$ cat src/rtl/vtg_pkg.sv
package vtg_pkg;
  typedef enum logic [1:0] {
    PH_SYNC  = 2'd0,
    PH_BACK  = 2'd1,
    PH_ACT   = 2'd2,
    PH_FRONT = 2'd3
  } phase_e;

  localparam logic [3:0] A_CTRL    = 4'd0;
  localparam logic [3:0] A_HTIM    = 4'd1;
  localparam logic [3:0] A_VTIM    = 4'd2;
  localparam logic [3:0] A_SYNCW   = 4'd3;
  localparam logic [3:0] A_SIZE    = 4'd4;
  localparam logic [3:0] A_IRQCFG  = 4'd5;
  localparam logic [3:0] A_IRQPEND = 4'd6;
  localparam logic [3:0] A_STATUS  = 4'd7;
  localparam logic [3:0] A_FRAME   = 4'd8;

  localparam int HI_LSB = 16;

  // control -> datapath strobes
  typedef struct packed {
    logic runReq;
    logic clear;
  } vtg_cmd_t;

  // datapath -> control events
  typedef struct packed {
    logic syncEntry;
    logic frontEntry;
    logic running;
  } vtg_evt_t;
endpackage

$ cat src/rtl/vtg_ctrl.sv
module vtg_ctrl
  import vtg_pkg::*;
#(
  parameter int CW = 12,
  parameter int AW = 4
) (
  input  logic                clk,
  input  logic                rstN,
  input  logic                wrEn,
  input  logic [AW-1:0]       wrAddr,
  input  logic [31:0]         wrData,
  input  logic [AW-1:0]       rdAddr,
  output logic [31:0]         rdData,
  input  vtg_evt_t            evt,
  input  logic [31:0]         frameId,
  input  logic [1:0]          vPhase,
  output vtg_cmd_t            cmd,
  output logic [3:0][CW-1:0]  hLim,
  output logic [3:0][CW-1:0]  vLim,
  output logic                irq
);
  localparam int LO_W = CW;

  logic [CW-1:0] hBack, hFront, hSw, hAct;
  logic [CW-1:0] vBack, vFront, vSw, vAct;
  logic runEn, frameEn, busy;
  logic gIntEn, fIntEn, selFront, pend;
  logic irqEvent, pendClr;
  logic unusedOk;

  assign unusedOk = &{1'b0, wrData};

  assign hLim = {hFront, hAct, hBack, hSw};
  assign vLim = {vFront, vAct, vBack, vSw};

  assign cmd.runReq = runEn & frameEn & ~busy;
  assign cmd.clear  = busy;

  assign irqEvent = gIntEn & fIntEn & (selFront ? evt.frontEntry : evt.syncEntry);
  assign pendClr  = wrEn && (wrAddr == AW'(A_IRQPEND)) && wrData[0];
  assign irq      = pend;

  always_ff @(posedge clk or negedge rstN) begin
    if (!rstN) begin
      hBack <= '0; hFront <= '0; hSw <= '0; hAct <= '0;
      vBack <= '0; vFront <= '0; vSw <= '0; vAct <= '0;
      runEn <= 1'b0; frameEn <= 1'b0; busy <= 1'b0;
      gIntEn <= 1'b0; fIntEn <= 1'b0; selFront <= 1'b0; pend <= 1'b0;
    end else if (busy) begin
      busy     <= 1'b0;
      runEn    <= 1'b0;
      frameEn  <= 1'b0;
      gIntEn   <= 1'b0;
      fIntEn   <= 1'b0;
      selFront <= 1'b0;
      pend     <= 1'b0;
    end else begin
      if (wrEn) begin
        case (wrAddr)
          AW'(A_CTRL): begin
            runEn   <= wrData[0];
            frameEn <= wrData[1];
            busy    <= wrData[2];
          end
          AW'(A_HTIM): begin
            hBack  <= wrData[LO_W-1:0];
            hFront <= wrData[HI_LSB +: CW];
          end
          AW'(A_VTIM): begin
            vBack  <= wrData[LO_W-1:0];
            vFront <= wrData[HI_LSB +: CW];
          end
          AW'(A_SYNCW): begin
            hSw <= wrData[LO_W-1:0];
            vSw <= wrData[HI_LSB +: CW];
          end
          AW'(A_SIZE): begin
            hAct <= wrData[LO_W-1:0];
            vAct <= wrData[HI_LSB +: CW];
          end
          AW'(A_IRQCFG): begin
            gIntEn   <= wrData[0];
            fIntEn   <= wrData[1];
            selFront <= wrData[2];
          end
          default: ;
        endcase
      end
      pend <= irqEvent | (pend & ~pendClr);
    end
  end

  always_comb begin
    case (rdAddr)
      AW'(A_CTRL):    rdData = {29'd0, busy, frameEn, runEn};
      AW'(A_HTIM):    rdData = 32'(hBack) | (32'(hFront) << HI_LSB);
      AW'(A_VTIM):    rdData = 32'(vBack) | (32'(vFront) << HI_LSB);
      AW'(A_SYNCW):   rdData = 32'(hSw)   | (32'(vSw)    << HI_LSB);
      AW'(A_SIZE):    rdData = 32'(hAct)  | (32'(vAct)   << HI_LSB);
      AW'(A_IRQCFG):  rdData = {29'd0, selFront, fIntEn, gIntEn};
      AW'(A_IRQPEND): rdData = {31'd0, pend};
      AW'(A_STATUS):  rdData = {29'd0, ~evt.running, vPhase};
      AW'(A_FRAME):   rdData = frameId;
      default:        rdData = '0;
    endcase
  end
endmodule

$ cat src/rtl/vtg_datapath.sv
module vtg_datapath
  import vtg_pkg::*;
#(
  parameter int CW = 12
) (
  input  logic               clk,
  input  logic               rstN,
  input  vtg_cmd_t           cmd,
  input  logic [3:0][CW-1:0] hLim,
  input  logic [3:0][CW-1:0] vLim,
  output vtg_evt_t           evt,
  output logic [31:0]        frameId,
  output logic [1:0]         vPhase,
  output logic               hsync,
  output logic               vsync,
  output logic               den
);
  phase_e        hPh, vPh;
  logic [CW-1:0] hCnt, vCnt;
  logic          running;
  logic [31:0]   frameCnt;
  logic          hPhEnd, vPhEnd, lineEnd, frameEnd;
  logic          startFrame, haltFrame;

  assign hPhEnd   = (hCnt == hLim[hPh]);
  assign vPhEnd   = (vCnt == vLim[vPh]);
  assign lineEnd  = (hPh == PH_FRONT) && hPhEnd;
  assign frameEnd = lineEnd && (vPh == PH_FRONT) && vPhEnd;

  assign startFrame = !cmd.clear && cmd.runReq && (!running || frameEnd);
  assign haltFrame  = !cmd.clear && running && frameEnd && !cmd.runReq;

  assign evt.syncEntry  = startFrame;
  assign evt.frontEntry = !cmd.clear && running && lineEnd && (vPh == PH_ACT) && vPhEnd;
  assign evt.running    = running;

  always_ff @(posedge clk or negedge rstN) begin
    if (!rstN) begin
      hPh <= PH_SYNC; vPh <= PH_SYNC;
      hCnt <= '0; vCnt <= '0;
      running <= 1'b0; frameCnt <= '0;
    end else if (cmd.clear) begin
      hPh <= PH_SYNC; vPh <= PH_SYNC;
      hCnt <= '0; vCnt <= '0;
      running <= 1'b0; frameCnt <= '0;
    end else if (startFrame || haltFrame || !running) begin
      hPh <= PH_SYNC; vPh <= PH_SYNC;
      hCnt <= '0; vCnt <= '0;
      running <= startFrame;
      if (startFrame) frameCnt <= frameCnt + 32'd1;
    end else begin
      if (hPhEnd) begin
        hCnt <= '0;
        hPh  <= phase_e'(hPh + 2'd1);
      end else begin
        hCnt <= hCnt + 1'b1;
      end
      if (lineEnd) begin
        if (vPhEnd) begin
          vCnt <= '0;
          vPh  <= phase_e'(vPh + 2'd1);
        end else begin
          vCnt <= vCnt + 1'b1;
        end
      end
    end
  end

  assign frameId = frameCnt;
  assign vPhase  = vPh;
  assign hsync   = running && (hPh == PH_SYNC);
  assign vsync   = running && (vPh == PH_SYNC);
  assign den     = running && (hPh == PH_ACT) && (vPh == PH_ACT);
endmodule

$ cat src/rtl/vid_timing_gen.sv
module vid_timing_gen
  import vtg_pkg::*;
#(
  parameter int CW = 12,
  parameter int AW = 4
) (
  input  logic          clk,
  input  logic          rstN,
  input  logic          wrEn,
  input  logic [AW-1:0] wrAddr,
  input  logic [31:0]   wrData,
  input  logic [AW-1:0] rdAddr,
  output logic [31:0]   rdData,
  output logic          hsync,
  output logic          vsync,
  output logic          den,
  output logic          irq
);
  vtg_cmd_t           cmdBus;
  vtg_evt_t           evtBus;
  logic [3:0][CW-1:0] hLim, vLim;
  logic [31:0]        frameId;
  logic [1:0]         vPhase;
  logic               isRunning, clearing;

  assign isRunning = evtBus.running;
  assign clearing  = cmdBus.clear;

  vtg_ctrl #(.CW(CW), .AW(AW)) u_ctrl (
    .clk(clk), .rstN(rstN),
    .wrEn(wrEn), .wrAddr(wrAddr), .wrData(wrData),
    .rdAddr(rdAddr), .rdData(rdData),
    .evt(evtBus), .frameId(frameId), .vPhase(vPhase),
    .cmd(cmdBus), .hLim(hLim), .vLim(vLim), .irq(irq)
  );

  vtg_datapath #(.CW(CW)) u_dp (
    .clk(clk), .rstN(rstN),
    .cmd(cmdBus), .hLim(hLim), .vLim(vLim),
    .evt(evtBus), .frameId(frameId), .vPhase(vPhase),
    .hsync(hsync), .vsync(vsync), .den(den)
  );
endmodule

$ cat config.mk
export PLATFORM = sky130hd
export DESIGN_NAME = vid_timing_gen
export DESIGN_NICKNAME = d
export VERILOG_FILES = /design/src/rtl/vtg_pkg.sv /design/src/rtl/vtg_ctrl.sv /design/src/rtl/vtg_datapath.sv /design/src/rtl/vid_timing_gen.sv
export SDC_FILE = /design/constraint.sdc
export NUM_CORES = 1
export LEC_CHECK = 0
export BUFFER_PORTS_ARGS = -buffer_cell sky130_fd_sc_hd__buf_4
export CORE_ASPECT_RATIO = 0.5
export CORE_MARGIN = 2
export CORE_UTILIZATION = 59
export DETAILED_ROUTE_END_ITERATION = 6
export GPL_TIMING_DRIVEN = 0
export PLACE_DENSITY = 0.79
export SLEW_MARGIN = 20
export SYNTH_ARGS = -nofsm -noshare
export SYNTH_HDL_FRONTEND = slang
export SYNTH_SLANG_ARGS = --single-unit
$ cat constraint.sdc
create_clock -name clk -period 3.7 [get_ports clk]
set_input_delay 0.37 -clock clk [delete_from_list [all_inputs] [get_ports clk]]
set_output_delay 0.37 -clock clk [all_outputs]
set_load 0.01 [all_outputs]
Word level (Yosys, flattened, before mapping). Index checks and enable logic that the tools add are counted.

Register bits after elaboration: 164. Bits in latches: 0. Memory bits (writable): 0. ROM bits: 0. Input bits: 43. Output and inout port bits: 36. Logic and storage cells: 148. Memories: 0.

Add/subtract/negate cells: 5. $mul: 0. Divide/modulo/power cells: 0. Magnitude comparators: 2. Equality and inequality tests: 20. Shift-type cells: 0. Multiplexer cells: 44. Bitwise operators: 13. Reductions and logical operators: 43.

Operators by type and width (number): 32-bit case mux with 9 select lines (1); 12-bit by 28-bit bitwise OR with 28-bit output (4); 12-bit 2-to-1 mux (9); 32-bit 2-to-1 mux (3); 12-bit binary-select mux with 2-bit select (2); 32-bit by 1-bit adder with 32-bit output, second input constant (1); 4-bit by 3-bit equality test with 1-bit output, second input constant (7); 12-bit by 1-bit adder with 12-bit output, second input constant (2); 12-bit equality test (2); 1-bit 2-to-1 mux (22); 1-bit logical AND (17); 4-bit by 2-bit equality test with 1-bit output, second input constant (4); 2-bit 2-to-1 mux (7); 3-bit AND reduction (4); 2-bit nonzero test (5); 3-bit nonzero test (3); 2-bit equality test, second input constant (4); 4-bit by 1-bit equality test with 1-bit output, second input constant (2); 4-bit logical NOT (2); 2-bit AND reduction (4); 2-bit by 3-bit < comparator with 1-bit output, second input constant (2); 1-bit AND (5); 2-bit by 1-bit adder with 2-bit output, second input constant (2); 4-bit equality test, second input constant (1); 5 further kinds (12).

Logic depth before layout (Yosys ltp).
Depth in word-level cells: 12. Gate-level depth with buffers: 11.

By module. A second synthesis with hierarchy kept.

Cells, all modules: 806. Area total of the unflattened synthesis: 9220.1 µm².

By module, submodules not included: vtg_ctrl (instances 1, cells an instance 389, area an instance 5077.4 µm²); vtg_datapath (instances 1, cells an instance 417, area an instance 4142.7 µm²).

Worst setup path after synthesis. OpenSTA, ideal clock, no wires.

Kind: register to register. Start point: register u_dp.hPh[0]. End point: register u_dp.frameCnt[28] (netlist: u_dp.frameId[28]). Arrival: 2.679 ns. Data required time: 3.622 ns. Setup slack: 0.943 ns. Stages on the path, launching flop included: 11. Buffers on the path: 3. Cell sequence: dfrtp_1 buf_2 buf_6 mux4_2 xnor2_1 nand4_1 nor4_2 a21oi_2 buf_2 or4_1 a21oi_1.

Word-level cells in the longest chain between the ends: 12.

RTL lines: start: declaration (RTL line vtg_datapath.sv:18) `phase_e hPh, vPh;`; start signal: assignment (RTL line vtg_datapath.sv:54) `hPh <= phase_e'(hPh + 2'd1);`; 12-bit binary-select mux with 2-bit select (RTL line vtg_datapath.sv:25) `assign hPhEnd = (hCnt == hLim[hPh]);`; 12-bit 2-to-1 mux (not written as such) (RTL line vtg_datapath.sv:25); 12-bit equality test (RTL line vtg_datapath.sv:25); 1-bit logical AND (*) (RTL line vtg_datapath.sv:27) `assign lineEnd = (hPh == PH_FRONT) && hPhEnd;`; 1-bit logical AND (*) (2 in a row) (RTL line vtg_datapath.sv:28) `assign frameEnd = lineEnd && (vPh == PH_FRONT) && vPhEnd;`; 1-bit logical OR or 1-bit logical AND (tied branches) (RTL line vtg_datapath.sv:30, vtg_datapath.sv:31); 1-bit logical AND (on tied branches) (RTL line vtg_datapath.sv:30, vtg_datapath.sv:31); 1-bit logical OR (2 in a row) (RTL line vtg_datapath.sv:46) `end else if (startFrame || haltFrame || !running) begin`; 2-bit nonzero test (no line); 2-bit AND reduction (no line) (*); end signal: assignment (RTL line vtg_datapath.sv:50) `if (startFrame) frameCnt <= frameCnt + 32'd1;`; end: declaration (RTL line vtg_datapath.sv:21) `logic [31:0] frameCnt;`.

Mark *: on every way between the ends. The rest lies on a longest branch, timed or not. The select of a mux whose other input is x is not followed. A chain may end at the register's enable or synchronous reset.

Final worst setup path.
Start point: register u_dp.vPh[1] (netlist: u_dp.vPhase[1]). End point: register u_dp.frameCnt[26] (netlist: u_dp.frameId[26]).

Word-level cells in the longest chain between the ends: 10.

RTL lines: start: declaration (RTL line vtg_datapath.sv:18); start signal: assignment (RTL line vtg_datapath.sv:61) `vPh <= phase_e'(vPh + 2'd1);`; 12-bit binary-select mux with 2-bit select (RTL line vtg_datapath.sv:26) `assign vPhEnd = (vCnt == vLim[vPh]);`; 12-bit 2-to-1 mux (not written as such) (RTL line vtg_datapath.sv:26); 12-bit equality test (RTL line vtg_datapath.sv:26); 1-bit logical AND (*) (RTL line vtg_datapath.sv:28); 1-bit logical OR or 1-bit logical AND (tied branches) (RTL line vtg_datapath.sv:30, vtg_datapath.sv:31); 1-bit logical AND (on tied branches) (RTL line vtg_datapath.sv:30, vtg_datapath.sv:31); 1-bit logical OR (2 in a row) (RTL line vtg_datapath.sv:46); 2-bit nonzero test (no line); 2-bit AND reduction (no line) (*).

Marks and branches as above.

==> flow_summary.yaml <==
clocking:
  cts_tree: "built"
  cts_setup_buffers: 0
  ctsHtreeMaxLevel: 4
  cts.path.max_buffers: 2
  clk_latency_ns: 0.44
  clockRootBuffer: "clkbuf_16"
  path_clk_slew_ns: 0.07
  cts_buffers: 17
  cts.sinks: 164
critical_path:
  crit_chain: "clkbuf_4 -> mux4_2 -> xnor2_1 -> nand4_1 -> nor4_1 -> a21oi_4 -> buf_2 -> clkbuf_1 -> o31ai_1 -> a21oi_1"
  required_ns: 4.00
  cp.arrival_ns: 3.81
  crit_path_max_incr_delay_ns: 0.60
  critPathBufInv: 3
  worst-setup-path-type: "flip-flop to flip-flop"
  cp_top_family: "buffers and inverters"
  start_kind: "flip-flop"
  worstPathMaxFanout: 10
  crit_path_end_kind: "flip-flop"
  slowest_stage: "dfrtp_1"
power:
  cellPowerDensity_nw_per_um2: 508
  p_leak_nw: 4.31
  ir_drop_mv: 0.357
run:
  maxCapViolCount: 0
yosys:
  synth_area_per_cell_um2: 11.2
  synthDistinctLibCells: 47
  synth_simple_gate_area_share_pct: 14.0
  synth-compound-area-share_pct: 10.6
  syn_inst: 782
  synth_top_family_by_area: "multiplexers"
  synth_seq_area_share_pct: 46.8
  yosys_warnings: 0
  syn_area_um2: 8770
  synth_seq_cells: 164
  synth_fa_ha_area_share_pct: 1.28
  synth_top_flop_cell: "dfrtp_1"
  synth_edf_count: 0
  synthMuxAreaShare_pct: 19.9
  async_flop_share_pct: 100
  synthesis.nets: 834
  synth_xor_area_share_pct: 4.49
sta:
  fin_setup_tns_ns: 0
  rsz0062_at_grt: "no"
  final.min_clock_period_ns: 3.51
  finalHoldViolCount: 0
  max_slew_margin_pct: 44.6
  finalCritPeriodShare_pct: 95.0
  fmax_mhz: 285
  setup-violations-final: 0
  whs_ns: 0.192
  fin_skew_ns: 0.0103
  maxSlewViolCount: 0
  worst_pin_slew_ns: 0.831
die:
  io_pins: 79
  dieArea_um2: 15900
  core_um2: 14500
  die_w_um: 176
  start_util_pct: 60.5
  placementRows: 31
  fp.dieH_um: 90.2
place:
  dp_hpwl_um: 18600
  portBuffers: 68
  gp_congestion: 0.959
final_layout:
  nets: 923
  drive_above_1_share_pct: 26.6
  area_growth_pct: 15.7
  diodes: 0
global_routing:
  gr-max-usage-layer: "met2"
  antenna_found_initial: 1
  grt_pass1_wl_um: 40100
  overflow: 0
  use_met2_pct: 48.7
  first_global_vias: 6950
  grt_start_max_net_pins: 88
  grt_util_all_layers_pct: 33.6
  grt.met1_usage_pct: 47.1
  use_met3_pct: 13.9
drt:
  routed_via_density: 6.66
  drcViolationCount: 5
  wl_um: 25700
  ant_nets: 0
  vias: 7201
  drt-initial-drc-count: 941
  drt_pre_antenna_iters: 7
  wl_per_cell_um: 23.7
outcome:
  outcome: "complete, but fails checks"
  violations: "design-rule violations"
worst_hold_path:
  min_path_type: "input pin to flip-flop"
-- path summary, 6_finish.rpt --
check	start	end	slack [ns]	cells past startpoint
max in group asynchronous	rstN	u_dp.hCnt[2]$_DFF_PN0_	2.35	3
min in group asynchronous	rstN	u_ctrl.vFront[3]$_DFFE_PN0P_	0.51	2
min	wrData[26]	u_ctrl.vFront[10]$_DFFE_PN0P_	0.19	2
max	u_dp.vPhase[1]$_DFFE_PN0P_	u_dp.frameId[26]$_DFFE_PN0P_	0.19	10
min reg2reg	u_dp.frameId[31]$_DFFE_PN0P_	u_dp.frameId[31]$_DFFE_PN0P_	0.49	1
max reg2reg	u_dp.vPhase[1]$_DFFE_PN0P_	u_dp.frameId[26]$_DFFE_PN0P_	0.19	10
-- power breakdown --
part / internal [mW] / switching [mW]
Combinational: 0.510 / 0.501
Clock: 0.953 / 0.779
Sequential: 2.09 / 0.323
Total: 3.55 / 1.60
-- cell usage in the layout, fill, tap and decap left out, drive strengths merged, types with 3 or more instances in the layout --
master and n:
dfrtp 164, mux2 98, buf 77, clkbuf 59, nand2 56, nor2 49, a21oi 36, nand3 29
xnor2 28, mux4 24, a22oi 23, a222oi 21, nand4 19, o31ai 19, or4 19, o21ai 18
inv 18, xor2 17, and2 14, or3 13, nor3 10, mux2i 10, ha 9, and3 7
nor4 6, and4 5, clkinv 5, nor2b 3, nand3b 3, o211ai 3
-- synth_stat cells (all sizes together) (5+ instances only) --
master / count / share of area, %
xor2: 17 / 1.7
buf: 8 / 0.64
dfrtp: 164 / 47
nor4: 6 / 0.57
o21ai: 18 / 1.0
and2: 14 / 1.0
o31ai: 19 / 1.6
mux2: 98 / 13
inv: 13 / 0.56
and3: 7 / 0.50
nor2: 49 / 2.1
or4: 19 / 1.6
mux4: 24 / 6.2
mux2i: 10 / 1.1
a22oi: 23 / 2.0
nand4: 19 / 1.4
a222oi: 21 / 2.4
or3: 13 / 0.93
ha: 9 / 1.3
nand2: 56 / 2.4
clkbuf: 40 / 1.7
xnor2: 28 / 2.8
and4: 5 / 0.50
nor3: 10 / 0.57
nand3: 29 / 1.7
a21oi: 36 / 2.1
-- repair_timing --
item,in CTS,in global routing
setup endpoints to repair,15,26
hold endpoints to repair,77,0
hold buffers,1,0
resized for setup,1,5
pin swaps,0,0
-- flip-flops by register name, summed over array words and instances, names as in the netlist, 2 cells and up --
name,flops
u_ctrl.hAct,12
u_ctrl.hBack,12
u_ctrl.hFront,12
u_ctrl.hSw,12
u_ctrl.vAct,12
u_ctrl.vBack,12
u_ctrl.vFront,12
u_ctrl.vSw,12
u_dp.frameId,32
u_dp.hCnt,12
u_dp.hPh,2
u_dp.vCnt,12
u_dp.vPhase,2
-- metrics by stage --
step / power, mW / instances / area, um^2 / setup slack, ns / utilization [%]
final: 5.15 / 1082 / 10200 / 0.186 / 70.0
after global routing: 5.33 / 1082 / 10200 / 0.0274 / 70.0
after CTS: 5.12 / 1082 / 10100 / 0.106 / 69.9
after detailed placement: 3.42 / 1049 / 9570 / -0.0224 / 65.9
after global placement: 3.35 / 1048 / 9530 / 0.000546 / 65.7
after floorplan: 2.98 / 782 / 8770 / 0.943 / -
-- final cells by class --
cell class / count / area, um^2
clock buffer: 19 / 443
multi-input combinational: 557 / 4420
inverter: 13 / 48.8
tap: 198 / 248
sequential: 164 / 4100
timing repair buffer: 70 / 556
buffer: 48 / 211
clock inverter: 13 / 121
fill: 1017 / 4350
-- metal layers --
layer  part of all wire [%]  wire, um
met5                      0         0
met4                    1.7       440
met3                     13      3360
met1                     42     10700
met2                     44     11200
-- kinds of logic (layout without fill, tap and decap cells) --
family                     after synthesis  in the layout
DFF                                    164            164
xor gates and xnor gates                45             45
and+or+nand+nor                        238            238
muxes                                  132            132
buffers and inverters                   61            163
AOI/OAI and AO/OA                      133            133
adders and majority gates                9              9
Power figures use the tool's default switching activity.
